## src/rtl/tsc_pkg.sv

```systemverilog
package tsc_pkg;
    localparam int STEPS  = 8;
    localparam int STEP_W = $clog2(STEPS);
    localparam int OP_W   = 2;

    typedef enum logic [STEP_W-1:0] {
        T0 = 3'd0, T1 = 3'd1, T2 = 3'd2, T3 = 3'd3,
        T4 = 3'd4, T5 = 3'd5, T6 = 3'd6, T7 = 3'd7
    } tstep_e;

    typedef enum logic [OP_W-1:0] {
        OP_LOAD   = 2'b00,
        OP_STORE  = 2'b01,
        OP_ADD    = 2'b10,
        OP_BRANCH = 2'b11
    } op_e;

    typedef struct packed {
        logic pc_clear;
        logic pc_incr;
        logic pc_to_mar;
        logic mem_req;
        logic mem_rnw;
        logic mem_to_mbr;
        logic mbr_to_mem;
        logic mbr_to_ir;
        logic ir_to_mar;
        logic ac_to_mbr;
        logic ir_to_pc;
        logic mbr_to_ac;
        logic ac_add_mbr;
    } strobe_t;

    function automatic logic touches_memory(op_e op);
        return op != OP_BRANCH;
    endfunction

    function automatic logic reads_memory(op_e op);
        return (op == OP_LOAD) || (op == OP_ADD);
    endfunction
endpackage

```

## src/rtl/tsc_timer.sv

```systemverilog
module tsc_timer
    import tsc_pkg::*;
(
    input  logic   clk,
    input  logic   rst,
    input  logic   mem_wait,
    input  op_e    op,
    output tstep_e step
);
    tstep_e step_q, step_d;

    always_comb begin
        step_d = step_q;
        unique case (step_q)
            T0: step_d = T1;
            T1: step_d = T2;
            T2: step_d = mem_wait ? T2 : T3;
            T3: step_d = T4;
            T4: step_d = T5;
            T5: step_d = T6;
            T6: begin
                if (!touches_memory(op))  step_d = T0;
                else if (mem_wait)        step_d = T6;
                else if (op == OP_STORE)  step_d = T0;
                else                      step_d = T7;
            end
            T7: step_d = T0;
            default: step_d = T0;
        endcase
    end

    always_ff @(posedge clk) begin
        if (rst) step_q <= T0;
        else     step_q <= step_d;
    end

    assign step = step_q;

    p_t0_next_r2: assert property (@(posedge clk) disable iff (rst)
        step_q == T0 |=> step_q == T1);
    p_fetch_hold_r3: assert property (@(posedge clk) disable iff (rst)
        (step_q == T2 && mem_wait) |=> step_q == T2);
    p_branch_end_r7: assert property (@(posedge clk) disable iff (rst)
        (step_q == T6 && op == OP_BRANCH) |=> step_q == T0);
    p_t7_end_r8: assert property (@(posedge clk) disable iff (rst)
        step_q == T7 |=> step_q == T0);
    p_exec_hold_r6: assert property (@(posedge clk) disable iff (rst)
        (step_q == T6 && op != OP_BRANCH && mem_wait) |=> step_q == T6);
endmodule

```

## src/rtl/tsc_decode.sv

```systemverilog
module tsc_decode
    import tsc_pkg::*;
(
    input  logic    clk,
    input  logic    rst,
    input  tstep_e  step,
    input  op_e     op,
    input  logic    neg,
    output strobe_t strobes
);
    logic [STEPS-1:0] t;

    for (genvar i = 0; i < STEPS; i++) begin : g_step
        assign t[i] = (step == tstep_e'(i));
    end

    logic is_ld, is_st, is_add, is_br;
    assign is_ld  = (op == OP_LOAD);
    assign is_st  = (op == OP_STORE);
    assign is_add = (op == OP_ADD);
    assign is_br  = (op == OP_BRANCH);

    always_comb begin
        strobes          = '0;
        strobes.pc_clear = rst;
        if (!rst) begin
            strobes.pc_incr    = t[0];
            strobes.pc_to_mar  = t[0];
            strobes.mem_req    = t[2] | (t[6] & touches_memory(op));
            strobes.mem_rnw    = t[2] | (t[6] & reads_memory(op));
            strobes.mem_to_mbr = t[2] | (t[6] & reads_memory(op));
            strobes.mbr_to_mem = t[6] & is_st;
            strobes.mbr_to_ir  = t[4];
            strobes.ir_to_mar  = t[5] & touches_memory(op);
            strobes.ac_to_mbr  = t[5] & is_st;
            strobes.ir_to_pc   = t[6] & is_br & neg;
            strobes.mbr_to_ac  = t[7] & is_ld;
            strobes.ac_add_mbr = t[7] & is_add;
        end
    end

    p_write_dir_r6: assert property (@(posedge clk) disable iff (rst)
        strobes.mbr_to_mem |-> (strobes.mem_req && !strobes.mem_rnw));
    p_acc_single_r8: assert property (@(posedge clk) disable iff (rst)
        $onehot0({strobes.mbr_to_ac, strobes.ac_add_mbr, strobes.ac_to_mbr}));
    p_pc_single_r7: assert property (@(posedge clk) disable iff (rst)
        $onehot0({strobes.pc_incr, strobes.ir_to_pc, strobes.pc_clear}));
endmodule

```

## src/rtl/tsc_ctrl.sv

```systemverilog
module tsc_ctrl
    import tsc_pkg::*;
(
    input  logic              clk,
    input  logic              rst,
    input  logic              mem_wait,
    input  logic [OP_W-1:0]   ir_op,
    input  logic              ac_sign,
    output logic [STEP_W-1:0] step_o,
    output logic              pc_clear,
    output logic              pc_incr,
    output logic              pc_to_mar,
    output logic              mem_req,
    output logic              mem_rnw,
    output logic              mem_to_mbr,
    output logic              mbr_to_mem,
    output logic              mbr_to_ir,
    output logic              ir_to_mar,
    output logic              ac_to_mbr,
    output logic              ir_to_pc,
    output logic              mbr_to_ac,
    output logic              ac_add_mbr
);
    tstep_e  step;
    strobe_t s;
    op_e     op;

    assign op = op_e'(ir_op);

    tsc_timer u_timer (
        .clk      (clk),
        .rst      (rst),
        .mem_wait (mem_wait),
        .op       (op),
        .step     (step)
    );

    tsc_decode u_decode (
        .clk     (clk),
        .rst     (rst),
        .step    (step),
        .op      (op),
        .neg     (ac_sign),
        .strobes (s)
    );

    assign step_o     = step;
    assign pc_clear   = s.pc_clear;
    assign pc_incr    = s.pc_incr;
    assign pc_to_mar  = s.pc_to_mar;
    assign mem_req    = s.mem_req;
    assign mem_rnw    = s.mem_rnw;
    assign mem_to_mbr = s.mem_to_mbr;
    assign mbr_to_mem = s.mbr_to_mem;
    assign mbr_to_ir  = s.mbr_to_ir;
    assign ir_to_mar  = s.ir_to_mar;
    assign ac_to_mbr  = s.ac_to_mbr;
    assign ir_to_pc   = s.ir_to_pc;
    assign mbr_to_ac  = s.mbr_to_ac;
    assign ac_add_mbr = s.ac_add_mbr;

    p_reset_quiet_r1: assert property (@(posedge clk)
        rst |-> (pc_clear && !pc_incr && !mem_req && !mbr_to_ir && !ir_to_pc));
endmodule

```

## config.mk

```make
export PLATFORM = sky130hd
export DESIGN_NAME = tsc_ctrl
export DESIGN_NICKNAME = d
export VERILOG_FILES = /design/src/rtl/tsc_pkg.sv /design/src/rtl/tsc_timer.sv /design/src/rtl/tsc_decode.sv /design/src/rtl/tsc_ctrl.sv
export SDC_FILE = /design/constraint.sdc
export NUM_CORES = 1
export LEC_CHECK = 0
export BUFFER_PORTS_ARGS = -buffer_cell sky130_fd_sc_hd__clkbuf_2
export CAP_MARGIN = 20
export CORE_AREA = 5 5 42 44
export CTS_BUF_LIST = sky130_fd_sc_hd__clkbuf_4
export DETAILED_ROUTE_END_ITERATION = 8
export DIE_AREA = 0 0 47 49
export GPL_TIMING_DRIVEN = 0
export PLACE_DENSITY = 0.5
export SETUP_SLACK_MARGIN = 0.3
export SYNTH_ARGS = -nofsm -noshare
export SYNTH_HDL_FRONTEND = slang
export SYNTH_SLANG_ARGS = --single-unit
```

## constraint.sdc

```tcl
create_clock -name clk -period 1.1 [get_ports clk]
set_clock_uncertainty 0.15 [all_clocks]
set_input_delay 0.11 -clock clk [delete_from_list [all_inputs] [get_ports clk]]
set_output_delay 0.11 -clock clk [all_outputs]
set_load 0.005 [all_outputs]
```

==> out/results.ini, run 1 <==
[clocking]
insertion_delay_ps=240
cts_tree=built
clkTransAtPathRegs_ps=30
ctsHoldBuffers=0
h-tree-depth=1
root_buffer=clkbuf_4
cts_buffers=3
clock-sinks=3
max-clock-path-buffers=2

[synth]
synth_nets=41
yosysSeqAreaShare_pct=22.12
syn_inst=35
syn_area_per_cell_um2=7.757
ys_warn_count=0
netlist_area_um2=271.5
synth-seq-cells=3
ys_types=22

[hold_path]
holdCritStartpoint=rst
hp-class=in2reg

[setup_path]
cp_slowest_cell=or3b_4
worstSetupPathType=reg2out
endpoint_kind=output pin
cp.required_ps=840
reg2reg_from=u_timer.step[2]
critPathArrivalTime_ps=1320
slowest_delay_ps=380
crit_start=u_timer.step[2]
path_max_fanout=4
path_cells=buf_6 > nand2b_4 > or3b_4 > nor3_2 > buf_2
startpoint_type=register

[flow_run]
cap_violations=0

[power_and_ir_drop]
p_per_area_nw_per_um2=976.3
p_total_uw=544.8
max-vdd-ir-drop_mv=0.5943
p_leak_nw=0.2600

[timing]
finalSetupViolCount=15
fin_crit_ps=1582
fin_ws_ps=-482.0
rsz0062_at_grt=true
hold_viol_final=0
whs_ps=1.490
timing.slew.headroom_pct=82.90
finalMaxSlewViolations=0
setup_tns_ps=-4662
max_freq_mhz=632.1
worst_pin_slew_ps=252.9
fin_crit_sh_pct=143.8

[placed_design]
dp_hpwl_um=654.1
gp_congestion=0.7097
port_buffers=20
dp_slack_ps=-320.6
dpl-instance-area_um2=421.7

[layout]
num_antenna_cells=0
fin_nets=72
layout_common_cells=13 x clkbuf_2, 7 x buf_4, 6 x buf_2
final_area_um2=558.0
largest_reg_flops=3
syn_to_final_growth_pct=105.5
layout-drive-gt1-share_pct=80.00
final_common_cell=clkbuf_2

[drt]
final_antenna_net_count=0
finalWirelength_um=900
routed_via_density=4.432
dr.first_iter.drc_count=2
drc=0
num_vias=359
wl_per_cell_um=11.11
drtPass1Iterations=2

[status]
status=complete, but fails checks
violations=negative setup slack

[grt]
gr-usage-all-layers_pct=8.076
grt_pass1_wl_um=1414
grt_pass1_vias=344
antenna_found_initial=0
grt_overflow=0
grt_max_degree=11

[die]
die-area_um2=2303
initial_core_util_pct=19.37
die_x_um=47
rows=14
core_um2=1401
die_h_um=49
pin_count=22

cell families after synthesis:
kind of cell | after synthesis | synth area share, %
flops | 3 | 22.12
compound gates | 10 | 24.89
buf+inv | 7 | 17.51
simple gates | 15 | 35.48
final timing paths:
kind | endpoint | slack [ps] | depth (start not counted)
hold reg to reg | u_timer.step[2] | 420 | 1
setup reg to reg | u_timer.step[1] | -220 | 5
hold / removal | u_timer.step[2] | 1 | 2
setup / recovery | mbr_to_mem | -480 | 5
cells in the mapped netlist:
library cell	n	share of area [%]
a211oi_1	1	2.8
a21o_1	1	2.8
a21oi_1	4	7.4
a311o_1	1	3.7
a311oi_1	1	3.2
a31oi_1	1	2.3
buf_2	2	3.7
buf_4	3	8.3
buf_6	1	4.1
dfxtp_1	3	22
inv_2	1	1.4
nand2_1	3	4.1
nand2b_1	1	2.3
nand2b_4	1	5.1
nand4_1	1	2.3
nor2_1	3	4.1
nor3_1	1	1.8
nor3_2	1	3.7
nor4_1	2	4.6
nor4b_1	1	3.2
o21a_1	1	2.8
or3b_4	1	4.1
area by class of cell:
| type | count | area (um^2) |
|---|---|---|
| multi-input cells | 25 | 220.2 |
| fillers | 156 | 843.3 |
| repair buffers | 26 | 157.7 |
| plain buffers | 6 | 57.56 |
| flip-flops and latches | 3 | 66.31 |
| well taps | 16 | 20.02 |
| clock buffers | 4 | 30.03 |
| inverters | 1 | 6.256 |
layer usage:
layer	track usage, %	vias to the layer above	routed length [um]
met3	3.690	0	113
met2	12.22	17	432
met1	10.46	155	354
li1	-	187	-
met4	1.382	0	0
met5	0	-	0
what timing repair did:
item                       CTS  global route
cloned                       0             0
hold endpoints to repair     0             0
pin swaps                    4             6
resized for setup            5            14
setup buffers                4             2
setup endpoints to repair   18            19
worst max-delay path, delay by kind of cell (launching register included):
family	cells	cell delay [ps]
buffers and inverters	2	230
AND/OR/NAND/NOR	3	540
flip-flops	1	320
stage by stage:
stage          std cells  utilization [%]
2_1_floorplan         35                -
3_3_place_gp          71            30.09
3_5_place_dp          71            30.09
4_1_cts               79            36.34
5_1_grt               81            39.82
6_report              81            39.82
power breakdown:
| part | switching [mW] | internal (mW) | total [mW] | leakage, nW |
|---|---|---|---|---|
| clock network | 0.0610 | 0.161 | 0.222 | 0.0184 |
| registers | 0.0180 | 0.121 | 0.139 | 0.0261 |
| logic | 0.0839 | 0.101 | 0.184 | 0.216 |
| total | 0.163 | 0.382 | 0.545 | 0.260 |
(Power assumes the default switching activity.)
==> run 2, diff against run 1 <==
--- a/config.mk
+++ b/config.mk
@@ -7,12 +7,13 @@
 export LEC_CHECK = 0
 export BUFFER_PORTS_ARGS = -buffer_cell sky130_fd_sc_hd__clkbuf_2
 export CAP_MARGIN = 20
-export CORE_AREA = 5 5 42 44
+export CORE_AREA = 2 2 39 41
 export CTS_BUF_LIST = sky130_fd_sc_hd__clkbuf_4
 export DETAILED_ROUTE_END_ITERATION = 8
-export DIE_AREA = 0 0 47 49
+export DIE_AREA = 0 0 41 43
 export GPL_TIMING_DRIVEN = 0
 export PLACE_DENSITY = 0.5
+export RECOVER_POWER = 25
 export SETUP_SLACK_MARGIN = 0.3
 export SYNTH_ARGS = -nofsm -noshare
 export SYNTH_HDL_FRONTEND = slang
==> run 2 against run 1 <==
Net effect:
- critical path depth is the same
- largest cell class is now non-clock buffers
- sequential cell count did not move
- critical endpoint unchanged
- register-to-register slack worse by 200 ps
- the run still ends with negative setup slack left
==> out/results.ini, run 2 (synthesis results as in run 1) <==
[drt]
wl_met3_um=71  ; was 113 um
met1_length_um=407  ; was 354 um
drtPass1Iterations=3  ; was 2
top_layer_used=met3  ; unchanged
wl_met2_um=462  ; was 432 um
drc=0  ; unchanged
wl_per_cell_um=11.07  ; was 11.11 um
dr.first_iter.drc_count=7  ; was 2
final_antenna_net_count=0  ; unchanged
finalWirelength_um=941  ; was 900 um
num_vias=375  ; was 359
routed_via_density=4.412  ; was 4.432

[placed_design]
dpl-instance-area_um2=421.7  ; unchanged
gp_congestion=0.6828  ; was 0.7097
port_buffers=20  ; unchanged
placed_cells=71  ; unchanged
dp_slack_ps=-327.2  ; was -320.6 ps
dp_hpwl_um=570.5  ; was 654.1 um

[clocking]
h-tree-depth=1  ; unchanged
ctsHoldBuffers=0  ; unchanged
clkTransAtPathRegs_ps=40  ; was 30 ps
root_buffer=clkbuf_4  ; unchanged
cts_tree=built  ; unchanged
cts_buffers=3  ; unchanged
max-clock-path-buffers=2  ; unchanged
insertion_delay_ps=230  ; was 240 ps
clock-sinks=3  ; unchanged

[hold_path]
hp-class=in2reg  ; unchanged
holdCritStartpoint=rst  ; unchanged
whs_endpoint=u_timer.step[1]  ; was u_timer.step[2]
whs_path_depth=2  ; unchanged

[die]
die-area_um2=1763  ; was 2303 um^2
die_h_um=43  ; was 49 um
die_x_um=41  ; was 47 um
pin_count=22  ; unchanged
core_um2=1384  ; was 1401 um^2
initial_core_util_pct=19.62  ; was 19.37%
rows=14  ; unchanged

[power_and_ir_drop]
swShare_pct=30.27  ; was 29.88%
p_leak_nw=0.3003  ; was 0.2600 nW
p_int_uw=408.2  ; was 382.0 uW
max-vdd-ir-drop_mv=0.6801  ; was 0.5943 mV
p_per_area_nw_per_um2=912.1  ; was 976.3 nW/um^2
p_clk_share_pct=37.4  ; was 40.7%
pwr-share-seq_pct=24.1  ; was 25.5%
p_total_uw=585.4  ; was 544.8 uW
pwr-share-comb_pct=38.5  ; was 33.9%
power_switching_uw=177.2  ; was 162.8 uW

[grt]
grt_overflow=0  ; unchanged
antenna_found_initial=0  ; unchanged
grt_max_degree=11  ; unchanged
gr-usage-all-layers_pct=11.62  ; was 8.076%
grt_pass1_vias=331  ; was 344
grt_pass1_wl_um=1380  ; was 1414 um

[layout]
fin_nets=76  ; was 72
fillCellCount=136  ; was 156
largest_reg_flops=3  ; unchanged
syn_to_final_growth_pct=136.4  ; was 105.5%
layout-drive-gt1-share_pct=89.86  ; was 80.00%
num_antenna_cells=0  ; unchanged
layout_common_cells=10 x buf_2, 10 x buf_6, 8 x clkbuf_2  ; was 13 x clkbuf_2, 7 x buf_4, 6 x buf_2
final_area_um2=641.9  ; was 558.0 um^2
instances_no_fill=85  ; was 81

[timing]
fin_ws_ps=-485.8  ; was -482.0 ps
worst_pin_slew_ps=245.2  ; was 252.9 ps
finalMaxSlewViolations=0  ; unchanged
fin_crit_ps=1586  ; was 1582 ps
timing.slew.headroom_pct=83.65  ; was 82.90%
finalSetupViolCount=15  ; unchanged
max_freq_mhz=630.6  ; was 632.1 MHz
hold_viol_final=0  ; unchanged
setup_tns_ps=-5559  ; was -4662 ps
fin_crit_sh_pct=144.2  ; was 143.8%
rsz0062_at_grt=true  ; unchanged

[setup_path]
reg2reg_from=u_timer.step[2]  ; unchanged
rr_worst_depth=7  ; was 5
slowest_delay_ps=400  ; was 380 ps
cp_slowest_cell=or3b_4  ; unchanged
cp.required_ps=840  ; about the same
endpoint_kind=output pin  ; unchanged
r2r-end=u_timer.step[1]  ; unchanged
ff2ff_setup_slack_ps=-420  ; was -220 ps
critPathArrivalTime_ps=1330  ; was 1320 ps
path_max_fanout=2  ; was 4
path_cells=buf_6 > nand2b_4 > or3b_4 > nor3_2 > buf_2  ; unchanged
worstSetupPathType=reg2out  ; unchanged
startpoint_type=register  ; unchanged

[flow_run]
cap_violations=0  ; unchanged

[status]
violations=negative setup slack  ; unchanged
status=complete, but fails checks  ; unchanged

## run 2: cell types whose count changed in the layout (fill, tap and decap cells not counted), sizes merged
| cell | before | now |
|---|---|---|
| clkbuf | 18 | 12 |
| buf | 18 | 28 |
## run 2: final cells by class
cell class                 instances  area, um^2  area share (%)
buffer                             6       57.56           8.967
clock buffer                       4       30.03           4.678
inverter                           1       6.256          0.9747
multi-input combinational         25       249.0           38.79
sequential                         3       66.31           10.33
tap                               16       20.02           3.119
timing repair buffer              30       212.7           33.14
## run 2: timing repair
item	in CTS	in global routing
setup endpoints to repair	18	19
resized for setup	15	19
pin swaps	7	6
buffers inserted	8	2
## run 2: per-stage QoR
stage / hold slack, ps / util, %
after floorplan: 19.36 / -
after global placement: 237.1 / 30.47
after detailed placement: 241.1 / 30.47
after CTS: 15.15 / 42.04
after global routing: 14.85 / 46.38
final: 12.36 / 46.38
## run 2: how the worst max path moves through the flow
| stage | depth (start not counted) | startpoint | to | slack [ps] |
|---|---|---|---|---|
| 3_3_place_gp | 5 | u_timer.step[2] | mbr_to_mem | -320 |
| 3_5_place_dp | 5 | u_timer.step[2] | mbr_to_mem | -330 |
| 5_1_grt | 5 | u_timer.step[2] | mbr_to_mem | -560 |
| 6_report | 5 | u_timer.step[2] | mbr_to_mem | -490 |
| 4_1_cts | 5 | u_timer.step[2] | mbr_to_mem | -530 |
| 2_1_floorplan | 4 | u_timer.step[2] | mbr_to_mem | -190 |
## run 2: worst max-delay path, delay by kind of cell, from the launching register on
| kind | cells | cell delay [ps] |
|---|---|---|
| buffers and inverters | 2 | 220 |
| flip-flops | 1 | 320 |
| AND/OR/NAND/NOR | 3 | 550 |
## run 2: routing by layer
layer,vias to the layer above,track usage [%]
met1,166,13.10
met4,0,2.000
met5,-,0
met2,16,18.75
li1,193,-
met3,0,6.283
## run 2: power by group through the flow
stage,logic [mW],clock network (mW),registers (mW)
floorplan,0.0847,0,0.135
global placement,0.134,0,0.137
detailed placement,0.134,0,0.137
CTS,0.192,0.233,0.140
global route,0.240,0.246,0.143
finish,0.225,0.219,0.141
